$ cat config.mk
export PLATFORM = sky130hd
export DESIGN_NAME = lpsdr_pwr_seq
export DESIGN_NICKNAME = d
export VERILOG_FILES = /design/src/rtl/lpsdr_pkg.sv /design/src/rtl/lpsdr_wait_ctr.sv /design/src/rtl/lpsdr_mode_bits.sv /design/src/rtl/lpsdr_cmd_enc.sv /design/src/rtl/lpsdr_pwr_seq.sv
export SDC_FILE = /design/constraint.sdc
export NUM_CORES = 1
export LEC_CHECK = 0
export BUFFER_PORTS_ARGS = -buffer_cell sky130_fd_sc_hd__buf_2
export CAP_MARGIN = 10
export CELL_PAD_IN_SITES_DETAIL_PLACEMENT = 0
export CELL_PAD_IN_SITES_GLOBAL_PLACEMENT = 1
export CORE_ASPECT_RATIO = 1.75
export CORE_MARGIN = 4
export CORE_UTILIZATION = 29
export DETAILED_ROUTE_END_ITERATION = 16
export PLACE_DENSITY = 0.67
export SLEW_MARGIN = 30
export SYNTH_ARGS = -nofsm -noshare
export SYNTH_HDL_FRONTEND = slang
export SYNTH_SLANG_ARGS = --single-unit
export TNS_END_PERCENT = 10
$ cat constraint.sdc
create_clock -name clk -period 3.1 [get_ports clk]
set_input_delay 0.155 -clock clk [delete_from_list [all_inputs] [get_ports clk]]
set_output_delay 0.155 -clock clk [all_outputs]
set_load 0.02 [all_outputs]
$ cat src/rtl/lpsdr_pkg.sv
package lpsdr_pkg;

  localparam logic [3:0] CMD_NOP  = 4'b0111;
  localparam logic [3:0] CMD_PALL = 4'b0010;
  localparam logic [3:0] CMD_REF  = 4'b0001;
  localparam logic [3:0] CMD_MODE = 4'b0000;
  localparam logic [3:0] CMD_DPD  = 4'b0110;

  localparam logic [1:0] BANK_STD = 2'b00;
  localparam logic [1:0] BANK_EXT = 2'b10;

  localparam int N_WAITS = 4;

  typedef enum logic [3:0] {
    ST_WAKE,
    ST_PALL,
    ST_WAIT_P,
    ST_REF1,
    ST_WAIT_R1,
    ST_REF2,
    ST_WAIT_R2,
    ST_MRS,
    ST_WAIT_M,
    ST_EMRS,
    ST_WAIT_E,
    ST_READY,
    ST_DPD_ENTER,
    ST_DPD
  } seq_state_t;

  typedef struct packed {
    logic       cke;
    logic [3:0] cmd;
    logic [1:0] ba;
    logic       a10;
    logic       ready;
  } pin_bundle_t;

  function automatic logic is_init(seq_state_t s);
    return s inside {ST_WAKE, ST_PALL, ST_WAIT_P, ST_REF1, ST_WAIT_R1,
                     ST_REF2, ST_WAIT_R2, ST_MRS, ST_WAIT_M, ST_EMRS,
                     ST_WAIT_E};
  endfunction

endpackage

$ cat src/rtl/lpsdr_wait_ctr.sv
module lpsdr_wait_ctr #(
  parameter int CNT_W = 8
) (
  input  logic             clk,
  input  logic             rst,
  input  logic             load,
  input  logic [CNT_W-1:0] load_val,
  output logic             expired
);

  logic [CNT_W-1:0] cnt;

  always_ff @(posedge clk) begin
    if (rst) begin
      cnt <= '0;
    end else if (load) begin
      cnt <= load_val;
    end else if (cnt != '0) begin
      cnt <= cnt - CNT_W'(1);
    end
  end

  assign expired = (cnt == '0);

endmodule

$ cat src/rtl/lpsdr_mode_bits.sv
module lpsdr_mode_bits (
  input  logic clk,
  input  logic rst,
  input  logic wr,
  input  logic refen_i,
  input  logic deep_i,
  input  logic rmode_i,
  input  logic lock_rmode,
  output logic enter_req,
  output logic exit_req
);

  logic refen_q, deep_q, rmode_q;

  always_ff @(posedge clk) begin
    if (rst) begin
      refen_q <= 1'b0;
      deep_q  <= 1'b0;
      rmode_q <= 1'b0;
    end else if (wr) begin
      refen_q <= refen_i;
      deep_q  <= deep_i;
      if (!lock_rmode) begin
        rmode_q <= rmode_i;
      end
    end
  end

  assign enter_req = wr && rmode_i && !rmode_q && deep_q && refen_q && !lock_rmode;
  assign exit_req  = wr && !rmode_i;

endmodule

$ cat src/rtl/lpsdr_cmd_enc.sv
module lpsdr_cmd_enc
  import lpsdr_pkg::*;
(
  input  logic        clk,
  input  logic        rst,
  input  seq_state_t  nxt,
  output pin_bundle_t pins
);

  pin_bundle_t d;

  always_comb begin
    d       = '0;
    d.cke   = 1'b1;
    d.cmd   = CMD_NOP;
    d.ba    = BANK_STD;
    case (nxt)
      ST_PALL: begin
        d.cmd = CMD_PALL;
        d.a10 = 1'b1;
      end
      ST_REF1, ST_REF2: d.cmd = CMD_REF;
      ST_MRS:  d.cmd = CMD_MODE;
      ST_EMRS: begin
        d.cmd = CMD_MODE;
        d.ba  = BANK_EXT;
      end
      ST_READY: d.ready = 1'b1;
      ST_DPD_ENTER: begin
        d.cke = 1'b0;
        d.cmd = CMD_DPD;
      end
      ST_DPD: d.cke = 1'b0;
      default: ;
    endcase
  end

  always_ff @(posedge clk) begin
    if (rst) begin
      pins <= '{cke: 1'b1, cmd: CMD_NOP, ba: BANK_STD, a10: 1'b0, ready: 1'b0};
    end else begin
      pins <= d;
    end
  end

endmodule

$ cat src/rtl/lpsdr_pwr_seq.sv
module lpsdr_pwr_seq
  import lpsdr_pkg::*;
#(
  parameter int CNT_W = 8
) (
  input  logic             clk,
  input  logic             rst,
  input  logic             mode_wr,
  input  logic             mode_refen,
  input  logic             mode_deep,
  input  logic             mode_rmode,
  input  logic [CNT_W-1:0] t_prech,
  input  logic [CNT_W-1:0] t_refi,
  input  logic [CNT_W-1:0] t_mrd,
  input  logic [CNT_W-1:0] t_emrd,
  output logic             cke,
  output logic [3:0]       cmd_n,
  output logic [1:0]       bank,
  output logic             a10,
  output logic             ready
);

  seq_state_t       st, nxt;
  logic             enter_req, exit_req, expired;
  logic             ld;
  logic [CNT_W-1:0] ld_val;
  logic [CNT_W-1:0] t_sel  [N_WAITS];
  logic [CNT_W-1:0] t_load [N_WAITS];
  pin_bundle_t      pins;

  assign t_sel[0] = t_prech;
  assign t_sel[1] = t_refi;
  assign t_sel[2] = t_mrd;
  assign t_sel[3] = t_emrd;

  // A programmed wait of 0 is treated as 1; the counter holds N-1.
  for (genvar g = 0; g < N_WAITS; g++) begin : g_wait
    assign t_load[g] = (t_sel[g] == '0) ? '0 : t_sel[g] - CNT_W'(1);
  end

  lpsdr_mode_bits u_mode (
    .clk        (clk),
    .rst        (rst),
    .wr         (mode_wr),
    .refen_i    (mode_refen),
    .deep_i     (mode_deep),
    .rmode_i    (mode_rmode),
    .lock_rmode (is_init(st)),
    .enter_req  (enter_req),
    .exit_req   (exit_req)
  );

  lpsdr_wait_ctr #(.CNT_W(CNT_W)) u_wait (
    .clk      (clk),
    .rst      (rst),
    .load     (ld),
    .load_val (ld_val),
    .expired  (expired)
  );

  always_comb begin
    ld     = 1'b1;
    ld_val = '0;
    case (st)
      ST_PALL:          ld_val = t_load[0];
      ST_REF1, ST_REF2: ld_val = t_load[1];
      ST_MRS:           ld_val = t_load[2];
      ST_EMRS:          ld_val = t_load[3];
      default:          ld     = 1'b0;
    endcase
  end

  always_comb begin
    nxt = st;
    case (st)
      ST_WAKE:      nxt = ST_PALL;
      ST_PALL:      nxt = ST_WAIT_P;
      ST_WAIT_P:    if (expired) nxt = ST_REF1;
      ST_REF1:      nxt = ST_WAIT_R1;
      ST_WAIT_R1:   if (expired) nxt = ST_REF2;
      ST_REF2:      nxt = ST_WAIT_R2;
      ST_WAIT_R2:   if (expired) nxt = ST_MRS;
      ST_MRS:       nxt = ST_WAIT_M;
      ST_WAIT_M:    if (expired) nxt = ST_EMRS;
      ST_EMRS:      nxt = ST_WAIT_E;
      ST_WAIT_E:    if (expired) nxt = ST_READY;
      ST_READY:     if (enter_req) nxt = ST_DPD_ENTER;
      ST_DPD_ENTER: nxt = exit_req ? ST_WAKE : ST_DPD;
      ST_DPD:       if (exit_req) nxt = ST_WAKE;
      default:      nxt = ST_WAKE;
    endcase
  end

  always_ff @(posedge clk) begin
    if (rst) st <= ST_WAKE;
    else     st <= nxt;
  end

  lpsdr_cmd_enc u_enc (
    .clk  (clk),
    .rst  (rst),
    .nxt  (nxt),
    .pins (pins)
  );

  assign cke   = pins.cke;
  assign cmd_n = pins.cmd;
  assign bank  = pins.ba;
  assign a10   = pins.a10;
  assign ready = pins.ready;

endmodule

### Word-level counts from Yosys, hierarchy flattened

Cells that the tools add are included.

* bits in registers: 24
* input bits: 38
* output and inout bits: 9
* word-level logic and storage cells: 83

* multiplexer cells: 22
* reduce and logical (&&, ||, !) cells: 24
* $add $sub $neg: 5
* bitwise gates (word level): 1
* eq/ne operators: 21

Operator list (number)
* $pmux 4 s14: 1
* $mux 8: 6
* $eq 4x4->1 const B: 10
* $logic_not 8->1: 5
* $sub 8x1->8 const B: 5
* $mux 4: 8
* $pmux 8 s4: 1
* $eq 4x3->1 const B: 6
* $eq 4x2->1 const B: 3
* $pmux 3 s4: 1
* $reduce_bool 11->1: 1
* $eq 4x1->1 const B: 2
* $reduce_bool 8->1: 1
* $reduce_or 2->1: 4
* $logic_and 1x1->1: 6
* $reduce_or 5->1: 1
* $logic_not 4->1: 1
* $mux 1: 4
* $logic_not 1->1: 3
* $mux 2: 1
* $reduce_and 2->1: 1
* $reduce_bool 2->1: 1
* $not 1->1: 1

### Longest topological paths before layout

* word-level depth: 10
* gate-level depth with buffers: 8
* gate-level depth less buffers: 7

### By module

From an unflattened synthesis, not the netlist that was laid out.

* cells, all modules: 245
* area total of the unflattened synthesis: 2079.5 sq um

Modules (own cells, without submodules)
* lpsdr_pwr_seq: times used 1, area an instance 1184.9 sq um, seq. area each 80.1 sq um, cells an instance 154
* lpsdr_wait_ctr: times used 1, area an instance 475.5 sq um, seq. area each 160.2 sq um, cells an instance 53
* lpsdr_cmd_enc: times used 1, area an instance 266.5 sq um, seq. area each 140.1 sq um, cells an instance 24
* lpsdr_mode_bits: times used 1, area an instance 152.6 sq um, seq. area each 60.1 sq um, cells an instance 14

### Worst setup path after synthesis

No wires, ideal clock.

* path kind: flip-flop to flip-flop
* from: register u_wait.cnt[0]
* to: register u_enc.pins[0] (netlist name)
* clock period less this slack: 2.175 ns
* stages on the path, launching flop included: 9
* slack: 0.925 ns
* data required time: 3.020 ns
* arrival time: 2.095 ns
* path through: dfxtp_1 inv_1 ha_1 or3b_4 or4b_1 buf_2 o221ai_2 and2b_2 nor3b_1

* longest elaborated chain between the ends: 5
* elaborated cells on any way between the ends: 9

Ends and longest elaborated chain
* start, declared: line lpsdr_wait_ctr.sv:11 `logic [CNT_W-1:0] cnt;`
* start signal, assigned: line lpsdr_wait_ctr.sv:17 `cnt <= load_val;`
* start signal, assigned: line lpsdr_wait_ctr.sv:19 `cnt <= cnt - CNT_W'(1);`
* $logic_not 8->1 (*): line lpsdr_wait_ctr.sv:23 `assign expired = (cnt == '0);`
* $mux 4, on equally long branches
* $pmux 4 s14 (*): line lpsdr_pwr_seq.sv:75 `case (st)`
* $eq 4x4->1 (*): line lpsdr_cmd_enc.sv:17 `case (nxt)`
* $mux 1 (*): line lpsdr_cmd_enc.sv:17

Every way passes the cells marked *; elsewhere a longest branch is shown, timed or not.
A chain may end at the register's enable or synchronous reset.

### Worst setup path after layout

* from: register u_wait.cnt[0]
* to: register u_enc.pins[3] (netlist name)

* longest elaborated chain between the ends: 5
* elaborated cells on any way between the ends: 9

Ends and longest elaborated chain (line)
* $logic_not 8->1 (*): lpsdr_wait_ctr.sv:23
* $mux 4, on equally long branches
* $pmux 4 s14 (*): lpsdr_pwr_seq.sv:75
* $eq 4x4->1 (*): lpsdr_cmd_enc.sv:17
* $mux 2 (*): lpsdr_cmd_enc.sv:17

Marks and branches as above.

==> flow_summary.ini <==
[status]
outcome = complete, no violations

[final_layout]
regArea_sq_um = 440
fillers = 682
syn_to_final_growth_pct = 19.9
n_antenna_cell = 0
fin_cells = 362
multi_input_area_sq_um = 1310
fin_util_pct = 35.9
layout-drive-gt1-share_pct = 21.3
nNetsFinal = 330

[drt]
viasPerCell = 5.26
detail_route.first_pass.iterations = 5
antenna_left = 0
wl_um = 5250
wire_per_inst_um = 14.5
drc = 0
vias = 1905
drt_iter0_drc = 55

[global_routing]
grt_max_degree = 15
track_usage_pct = 14.0
grtUsageMet2_pct = 28.4
grt.busiest_layer = met2
first_global_vias = 1875
grt_pass1_wl_um = 8390
grtUsageMet1_pct = 13.7
met3_usage_pct = 1.18
grt_overflow = 0
antenna_found_initial = 0

[floorplanning]
core_area_sq_um = 6230
dieHeight_um = 114
row_count = 38
fp.dieArea_sq_um = 7830
io_pins = 47
initial_utilization_pct = 29.9
die_w_um = 68.6

[setup_path]
cp_data_required_time_ps = 3290
slowest_delay_ps = 610
r2r-end = u_enc.pins[3]$_SDFF_PP0_
cp_data_arrival_time_ps = 2550
crit_chain = inv_1, ha_1, or3b_4, or4b_1, o221ai_2, and2b_2, nor3b_1
startpoint_type = flip-flop
cp-end-kind = flip-flop
ff2ff_path_depth = 7
reg2reg_from = u_wait.cnt[0]$_SDFFE_PP0P_
setup.worst_path.class = flip-flop to flip-flop
r2r_slack_ps = 740
critPathSlowestCell = or4b_1
worstPathMaxFanout = 6

[synth]
synthFlopType = dfxtp_1
syn_area_sq_um = 1860
synth-seq-cells = 22
synth.area.top_cells = dfxtp_1 (24%), ha_1 (6.0%), a21oi_1 (5.4%)
synth-edff-count = 0
synth_common_cells = nor2_1 (24), dfxtp_1 (22), a21oi_1 (20), inv_1 (20), xor2_1 (11)
synth_top_area_cell = dfxtp_1
ys_types = 53
yosysWarnings = 0
async_reset_ff_share_pct = 0
synth.most_common_cell = nor2_1
avgSynthCellArea_sq_um = 7.77
yosysTopAreaCellShare_pct = 23.6
seq_area_frac_synth_pct = 23.6
netlist_instances = 240

[power]
intPower_uw = 786
p_comb_share_pct = 46.5
vdd_drop_max_v = 0.000282
power_frac_seq_pct = 32.2
finalPower_uw = 1270
power_density_nw_per_um2 = 566
netSwitchingFraction_pct = 37.9
p_switching_uw = 480
leakagePower_uw = 0.000915
clock_power_share_pct = 21.4

[cts]
cts_tree = built
cts_made_buffers = 3
root_buffer = clkbuf_8
cts.clk_slew.worst_paths_ps = 80
cts.path.max_buffers = 2
ctsHoldBuffers = 0
cts_setup_buffers = 0
ctsResizeCount = 0
clk_latency_ps = 270
clkSinkCount = 22
htreeDepth = 1

[timing]
fmax_mhz = 424
hold_ws_ps = 114
setup-violations-final = 0
max_slew_margin_pct = 50.9
hold_violations = 0
max_slew.worst_pin.slew_ps = 730
drv_slew = 0
min_period_ps = 2360
post-route-period-util_pct = 76.1
finalSetupTns_ps = 0
rsz0062_at_grt = no
skew_ps = 3.08

[worst_hold_path]
hold_path.class = input port to flip-flop
hold_end = u_mode.deep_q$_SDFFE_PP0P_
whs_path_depth = 3
hp-start = mode_deep

[placement]
dpl.hpwl_um = 4400
routabilityCongestion = 0.801
io_buffers = 44
dp.cells = 358

[job]
maxCapViolations = 0
==> cells in the final DEF (no fill, tap or decap), types with 3 or more instances in the layout <==
| cell | instances |
|---|---|
| a21oi_1 | 20 |
| a22oi_1 | 3 |
| buf_2 | 44 |
| buf_4 | 3 |
| clkbuf_8 | 3 |
| dfxtp_1 | 22 |
| ha_1 | 9 |
| inv_1 | 20 |
| mux2_2 | 3 |
| mux2i_1 | 6 |
| nand2_1 | 9 |
| nand2b_1 | 5 |
| nor2_1 | 24 |
| nor2b_1 | 5 |
| nor3_1 | 8 |
| nor4_1 | 4 |
| o211ai_1 | 3 |
| o21ai_0 | 6 |
| o22ai_1 | 5 |
| o31ai_1 | 6 |
| or3_1 | 6 |
| or4_1 | 8 |
| xnor2_1 | 9 |
| xor2_1 | 11 |
==> layer usage <==
metal | part of all wire (%) | wire [um]
met4 | 2.1 | 111
met3 | 4.5 | 234
met1 | 35 | 1860
met2 | 58 | 3050
met5 | 0 | 0
==> final cells by class <==
type	count	area share, %
multi-input cells	189	58.4
flip-flops and latches	22	19.7
repair buffers	47	10.9
well taps	80	4.48
inverters	20	3.36
clock buffers	3	1.85
clock inverters	1	1.34
==> worst max-delay path: cells and delay by family, from the launching register on <==
family | cells | cell delay [ps]
fa+ha+maj | 1 | 170
simple gates | 4 | 1370
flops | 1 | 340
compound gates | 1 | 330
buf+inv | 1 | 70
==> registers in the layout, summed over array words and instances, names as in the netlist <==
signal,cells
u_enc.pins,7
st,4
u_wait.cnt,8
u_mode.deep_q,1
u_mode.refen_q,1
u_mode.rmode_q,1
==> power groups by stage <==
stage / registers [uW] / clock network (uW) / logic [uW]
floorplan: 410 / 0 / 430
global placement: 413 / 0 / 595
detailed placement: 412 / 0 / 590
CTS: 407 / 278 / 592
global route: 416 / 294 / 659
finish: 407 / 270 / 588
==> kinds of logic (layout without fill, tap and decap cells) <==
family,Yosys count,after routing,share of synthesized area (%)
buf+inv,30,71,6.58
fa+ha+maj,9,9,6.04
other cells,1,2,0.201
simple gates,86,86,25.8
xor+xnor,20,20,9.40
mux,9,9,5.03
flops,22,22,23.6
compound gates,63,63,23.3
==> per-stage QoR <==
step	area, sq um	setup WS, ps
2_1_floorplan	1870	925
3_3_place_gp	2160	756
3_5_place_dp	2160	745
4_1_cts	2230	720
5_1_grt	2230	572
6_report	2230	739
==> worst max path at each step <==
stage	from	endpoint	slack (ps)	cells past startpoint
floorplan	u_wait.cnt[0]$_SDFFE_PP0P_	u_enc.pins[0]$_SDFF_PP0_	930	8
global placement	u_wait.cnt[0]$_SDFFE_PP0P_	u_enc.pins[0]$_SDFF_PP0_	760	7
detailed placement	u_wait.cnt[0]$_SDFFE_PP0P_	u_enc.pins[3]$_SDFF_PP0_	750	7
CTS	u_wait.cnt[0]$_SDFFE_PP0P_	u_enc.pins[3]$_SDFF_PP0_	720	7
global route	u_wait.cnt[0]$_SDFFE_PP0P_	u_enc.pins[0]$_SDFF_PP0_	570	7
finish	u_wait.cnt[0]$_SDFFE_PP0P_	u_enc.pins[3]$_SDFF_PP0_	740	7
No activity file was read; power rests on OpenSTA's default activity.
